**src/rtl/doorbell_unit.sv**
```systemverilog
module doorbell_unit #(
  parameter int NCPU   = 4,
  parameter int ADDR_W = 8,
  localparam int CPU_W = (NCPU > 1) ? $clog2(NCPU) : 1
) (
  input  logic              clk,
  input  logic              rst_n,
  input  logic              bus_wr,
  input  logic [ADDR_W-1:0] bus_addr,
  input  logic [31:0]       bus_wdata,
  input  logic [CPU_W-1:0]  bus_cpu,
  output logic [31:0]       bus_rdata,
  output logic [NCPU-1:0]   ipi_irq,
  output logic [NCPU-1:0]   msi_irq
);
  localparam logic [ADDR_W-1:0] TRIG_OFS  = ADDR_W'(4);
  localparam logic [ADDR_W-1:0] CAUSE_OFS = ADDR_W'(8);
  localparam logic [ADDR_W-1:0] MASK_OFS  = ADDR_W'(12);

  logic [31:0] cause_q [NCPU];
  logic [31:0] mask_q  [NCPU];

  wire         trig_hit  = bus_wr && (bus_addr == TRIG_OFS);
  wire         cause_hit = bus_wr && (bus_addr == CAUSE_OFS);
  wire         mask_hit  = bus_wr && (bus_addr == MASK_OFS);
  wire  [31:0] db_bit    = 32'h1 << bus_wdata[4:0];

  for (genvar c = 0; c < NCPU; c++) begin : g_cpu
    wire        own   = (bus_cpu == CPU_W'(c));
    wire [31:0] keep  = (cause_hit && own) ? bus_wdata : '1;
    wire [31:0] raise = (trig_hit && bus_wdata[8+c]) ? db_bit : '0;

    always_ff @(posedge clk) begin
      if (!rst_n) begin
        cause_q[c] <= '0;
        mask_q[c]  <= '0;
      end else begin
        cause_q[c] <= (cause_q[c] & keep) | raise;
        if (mask_hit && own) mask_q[c] <= bus_wdata;
      end
    end

    assign ipi_irq[c] = |(cause_q[c][7:0]   & mask_q[c][7:0]);
    assign msi_irq[c] = |(cause_q[c][31:16] & mask_q[c][31:16]);
  end

  always_comb begin
    bus_rdata = '0;
    for (int c = 0; c < NCPU; c++) begin
      if (bus_cpu == CPU_W'(c)) begin
        if (bus_addr == CAUSE_OFS) bus_rdata = cause_q[c];
        else if (bus_addr == MASK_OFS) bus_rdata = mask_q[c];
      end
    end
  end
endmodule

```
**config.mk**
```make
export PLATFORM = sky130hd
export DESIGN_NAME = doorbell_unit
export DESIGN_NICKNAME = d
export VERILOG_FILES = /design/src/rtl/doorbell_unit.sv
export SDC_FILE = /design/constraint.sdc
export NUM_CORES = 1
export LEC_CHECK = 0
export BUFFER_PORTS_ARGS = -buffer_cell sky130_fd_sc_hd__clkbuf_2
export CORE_ASPECT_RATIO = 0.9
export CORE_UTILIZATION = 25
export DETAILED_ROUTE_END_ITERATION = 6
export MAX_ROUTING_LAYER = met4
export PLACE_DENSITY = 0.37
export SYNTH_ARGS = -nofsm -noshare
export SYNTH_HDL_FRONTEND = slang
export SYNTH_SLANG_ARGS = --single-unit
```
**constraint.sdc**
```tcl
create_clock -name clk -period 4.5 [get_ports clk]
set_input_delay 0.45 -clock clk [delete_from_list [all_inputs] [get_ports clk]]
set_output_delay 0.45 -clock clk [all_outputs]
set_load 0.02 [all_outputs]
```
# --- Word-level counts from Yosys, hierarchy flattened ---
# Memory sizes are Yosys's and may differ from the RTL's.
# Index checks and enable logic that the tools add are counted.
totals:
  word_cells: 99
  mem_bits_rw: 256
  mem_count: 2
  ff_bits: 0
  output_inout_bits: 40
classes:
  shifts: 1
  n_bitwise: 24
  n_reduce_logical: 24
  n_eq_ne: 6
  n_mux: 42
mem_list:
  columns: ["name", "depth", "word_bits", "read_ports", "rd_clocked_by_memory_dff", "wr", "line_no", "source"]
  rows:
  - ["cause_q", 4, 32, 4, 0, 4, "20", "logic [31:0] cause_q [NCPU];"]
  - ["mask_q", 4, 32, 4, 0, 4, "21", "logic [31:0] mask_q [NCPU];"]
op_table:
  columns: ["op", "count"]
  rows:
  - ["two-way mux 32 bit", 28]
  - ["AND 32 bit", 4]
  - ["OR 32 bit", 4]
  - ["AND 16 bit", 4]
  - ["OR reduction 16 bit", 4]
  - ["AND 8 bit", 4]
  - ["OR reduction 8 bit", 4]
  - ["left shift 1 x 5 -> 32 bit (first input constant)", 1]
  - ["equality test 8 x 4 -> 1 bit (second input constant)", 2]
  - ["logical AND 1 bit", 15]
  - ["two-way mux 1 bit", 14]
  - ["equality test 8 x 3 -> 1 bit (second input constant)", 1]
  - ["OR 1 bit", 8]
  - ["equality test 2 bit (second input constant)", 2]
  - ["equality test 2 x 1 -> 1 bit (second input constant)", 1]
  - ["logical NOT 2 bit", 1]

# --- Depth between registers and ports, before layout ---
logic_depth:
  ltp_word: 13
  mapped_depth: 7
  ltp_nobuf: 4

# --- Worst setup path after synthesis ---
# OpenSTA, ideal clock, no wires.
synth_path:
  path_kind: "input port to flip-flop"
  start: "input port bus_addr[2]"
  end: "memory mask_q[0][0], enable pin"
  path_stages: 5
  t_required_ps: 4034
  setup_slack_ps: 450
  setup_time_ps: 466
  arrival_time_ps: 3584
  cell_sequence: "buf_2 > and4bb_2 > clkbuf_1 > nand3_1 > o21ai_0"
synth_rtl:
  columns: ["item", "line_no", "source"]
  rows:
  - ["start, declared", "9", "input logic [ADDR_W-1:0] bus_addr,"]
  - ["end, declared", "21", null]

# --- Worst setup path after layout ---
layout_path:
  start: "input port bus_cpu[0]"
  end: "output port bus_rdata[23]"
layout_between:
  elab_chain_cells: 11
layout_rtl:
  columns: ["item", "line_no", "source"]
  rows:
  - ["start, declared", "11", "input logic [CPU_W-1:0] bus_cpu,"]
  - ["logical NOT 2 bit", "50", "if (bus_cpu == CPU_W'(c)) begin"]
  - ["two-way mux 32 bit", "50", null]
  - ["two-way mux 32 bit", "52", "else if (bus_addr == MASK_OFS) bus_rdata = mask_q[c];"]
  - ["two-way mux 32 bit", "51", "if (bus_addr == CAUSE_OFS) bus_rdata = cause_q[c];"]
  - ["two-way mux 32 bit", "50", null]
  - ["two-way mux 32 bit", "52", null]
  - ["two-way mux 32 bit", "51", null]
  - ["two-way mux 32 bit", "50", null]
  - ["two-way mux 32 bit", "52", null]
  - ["two-way mux 32 bit", "51", null]
  - ["two-way mux 32 bit *", "50", null]
  - ["end, declared", "12", "output logic [31:0] bus_rdata,"]
# Mark *: on every way between the ends. The rest lies on a longest branch, timed or not.

==> impl_metrics.py <==
metrics = {
    "clock_network": {
        "cts.htree.levels": 1,
        "cts.sinks": 256,
        "cts_tree": "yes",
        "post_cts_buffers": 0,
        "cts_buffers": 31,
        "post_cts_resized": 0,
        "cts_buffer_depth": 3,
        "hold_buffers": 0,
        "path_clk_slew_ns": 0.06,
        "cts-root-buf": "clkbuf_16",
        "clk_latency_ns": 0.58,
    },
    "placement": {
        "post-place-ws_ns": 1.24,
        "dp.cells": 1752,
        "place.gp.congestion": 0.829,
        "dp_hpwl_mm": 34.3,
        "io_buffer_count": 84,
    },
    "routing": {
        "via_count": 9762,
        "wl_met2_mm": 21.7,
        "firstDrtPassIters": 5,
        "ant_nets": 0,
        "top_layer": "met4",
        "drc": 0,
        "drt-met1-wl_mm": 25.3,
        "drt_iter0_markers": 842,
        "vias_per_cell": 5.39,
        "routed_wl_mm": 51.2,
        "route.detailed.wl_per_inst_um": 28.3,
        "routed-wl-met3_mm": 2.89,
    },
    "timing": {
        "setup_ws_ns": 1.26,
        "rsz0062_at_grt": "no",
        "final_max_slew_viol_count": 0,
        "skew_ns": 0,
        "setup_viol_count_final": 0,
        "finalCriticalPeriod_ns": 3.24,
        "slew_headroom": 0.179,
        "fmax_mhz": 309,
        "finalHoldViolCount": 0,
        "worstMarginPinSlew_ns": 1.23,
        "finalCritPeriodShare": 0.720,
        "final.setup.tns_ns": 0,
        "whs_ns": 0.198,
    },
    "floorplan": {
        "die-area_mm2": 0.0496,
        "io_pins": 85,
        "rows": 76,
        "initial_core_util": 0.254,
        "die_x_um": 235,
        "fp.coreArea_mm2": 0.0479,
        "fp.dieH_um": 211,
    },
    "global_routing": {
        "grt_pass1_wl_mm": 74.0,
        "grt_pass1_vias": 9723,
        "grt_antenna_before_repair": 0,
        "gr-total-overflow": 0,
        "grt_usage": 0.214,
        "grt_max_degree": 74,
    },
    "worst_setup_path": {
        "arrival_ns": 2.79,
        "cpMaxStageDelayCell": "o21ai_0",
        "cp-start-kind": "input port",
        "cp-end-kind": "primary output",
        "critPathMaxFanout": 14,
        "crit_type": "input port to primary output",
        "path_cells": "buf_2 > nand2b_1 > nor3_4 > a22oi_1 > o21ai_0 > clkbuf_2",
        "cpPeakStageDelay_ns": 0.59,
        "worstPathRequired_ns": 4.05,
    },
    "pwr": {
        "power_density_mw_per_mm2": 376,
        "power.total_mw": 5.41,
        "clockPowerShare": 0.467,
        "internal_power_mw": 4.07,
        "leakage_nw": 4.81,
        "switching_power_mw": 1.34,
        "ir_drop_mv": 0.277,
        "comb_power_share": 0.063,
        "p_sw_frac": 0.247,
        "sequentialPowerShare": 0.470,
    },
    "synthesis": {
        "syn_inst": 1099,
        "synth_area_per_cell_um2": 11.1,
        "yosys_warnings": 0,
        "yosysUniqueCellTypes": 48,
        "synth-seq-cells": 256,
        "synth_area_leader_cell": "edfxtp_1",
        "synth.area.top_cells": "edfxtp_1 (32%), dfxtp_1 (21%), o211ai_1 (7.9%)",
        "syn_area_mm2": 0.0122,
        "synth-seq-area-share": 0.526,
        "synth_largest_type_area_fraction": 0.316,
        "syn-num-nets": 1144,
    },
    "final_layout": {
        "n_fill_cell": 4990,
        "fin_nets": 1206,
        "synthToLayoutAreaGrowth_pct": 18.3,
        "final_cells": 1810,
        "layout-drive-gt1-share": 0.197,
    },
    "run": {
        "maxCapViolations": 0,
    },
    "worst_hold_path": {
        "hp-class": "input port to register",
    },
    "status": {
        "status": "finished clean",
    },
}
## worst paths after layout
kind / endpoint / depth (start not counted) / slack, ns / startpoint
max reg2reg: cause_q[1][50] / 2 / 3.70 / cause_q[1][50]
min: cause_q[0][35] / 3 / 0.20 / rst_n
min reg2reg: cause_q[1][45] / 2 / 0.49 / cause_q[1][45]
max: bus_rdata[23] / 6 / 1.26 / bus_cpu[0]
## cells in the mapped netlist, drive strengths merged
master	instances
o211ai	128
nor2	30
o21ai	164
buf	22
a211oi	14
mux2	15
a32oi	8
nand2b	2
a221oi	16
and3b	1
nor3	5
mux4	24
a22oi	29
edfxtp	128
a2111oi	12
and2	129
nor4b	2
nand2	48
mux2i	37
dfxtp	128
nand3	1
nor4	1
a22o	26
a21oi	3
or3b	1
or2	1
nand4	13
or4	1
nor3b	5
o2bb2ai	1
or4b	1
nor2b	15
o22ai	10
and4bb	1
and3	4
clkbuf	73
## cells in the final DEF, fill, tap and decap left out, types with 3 or more instances in the layout
cell | netlist | routed
nor2_1 | 30 | 26
edfxtp_1 | 128 | 128
a2111oi_2 | 4 | 4
mux2_2 | 15 | 15
dfxtp_1 | 128 | 128
o21ai_4 | 0 | 4
clkbuf_16 | 0 | 31
and2_1 | 129 | 129
clkinv_1 | 0 | 4
a21oi_1 | 3 | 3
nor2b_1 | 15 | 15
clkbuf_1 | 73 | 5
clkbuf_2 | 0 | 81
buf_4 | 3 | 38
a22oi_1 | 29 | 29
nand2_1 | 46 | 46
clkinv_2 | 0 | 6
a22o_1 | 26 | 26
a211oi_1 | 14 | 14
a221oi_1 | 16 | 16
o211ai_1 | 128 | 128
a2111oi_1 | 6 | 6
clkbuf_8 | 0 | 6
o21ai_0 | 146 | 142
o22ai_1 | 10 | 10
nand4_1 | 13 | 13
mux4_2 | 24 | 24
and3_1 | 4 | 4
nor3_1 | 4 | 4
mux2i_1 | 37 | 37
o21ai_1 | 17 | 17
nor3b_1 | 4 | 4
a32oi_1 | 8 | 8
buf_12 | 0 | 4
## cell families (layout without fill, tap and decap cells)
| group | Yosys count | in the layout | share of synthesized area |
|---|---|---|---|
| DFF | 256 | 256 | 0.526 |
| muxes | 76 | 76 | 0.0887 |
| buffers and inverters | 95 | 181 | 0.0331 |
| and+or+nand+nor | 261 | 261 | 0.124 |
| other | 0 | 1 | 0 |
| AOI/OAI and AO/OA | 411 | 411 | 0.228 |
## sequential cells by signal, summed over array words and instances (netlist names)
signal and count:
mask_q 128, cause_q 128
## layout make-up
class	instances	area, um2	area share
multi-input cells	748	5420	0.377
clock buffers	42	877	0.0609
flip-flops and latches	256	6410	0.445
diodes	1	2.50	0.000174
well taps	624	781	0.0542
clock inverters	15	133	0.00921
repair buffers	124	776	0.0539
## power groups by stage
stage	sequential [mW]	combinational, mW	clock [mW]
after CTS	2.54	0.340	2.59
after global routing	2.55	0.359	2.67
after global placement	2.60	0.341	0
after detailed placement	2.59	0.339	0
final	2.54	0.340	2.53
after floorplan	2.57	0.176	0
## through the flow
stage	cell area, um2	util
finish	14400	0.300
global route	14400	0.300
CTS	14400	0.300
detailed placement	13400	0.279
global placement	13400	0.279
floorplan	12200	-
## worst max-delay path, delay by kind of cell
| family | cells | cell delay (ns) |
|---|---|---|
| compound gates | 2 | 0.72 |
| simple gates | 2 | 0.92 |
| buf+inv | 2 | 0.69 |
## layer usage
layer | GRT usage | up-vias
met4 | 0.0529 | 0
met5 | - | -
li1 | - | 4390
met1 | 0.317 | 4988
met2 | 0.301 | 318
met3 | 0.0341 | 66
Power figures use the tool's default switching activity.
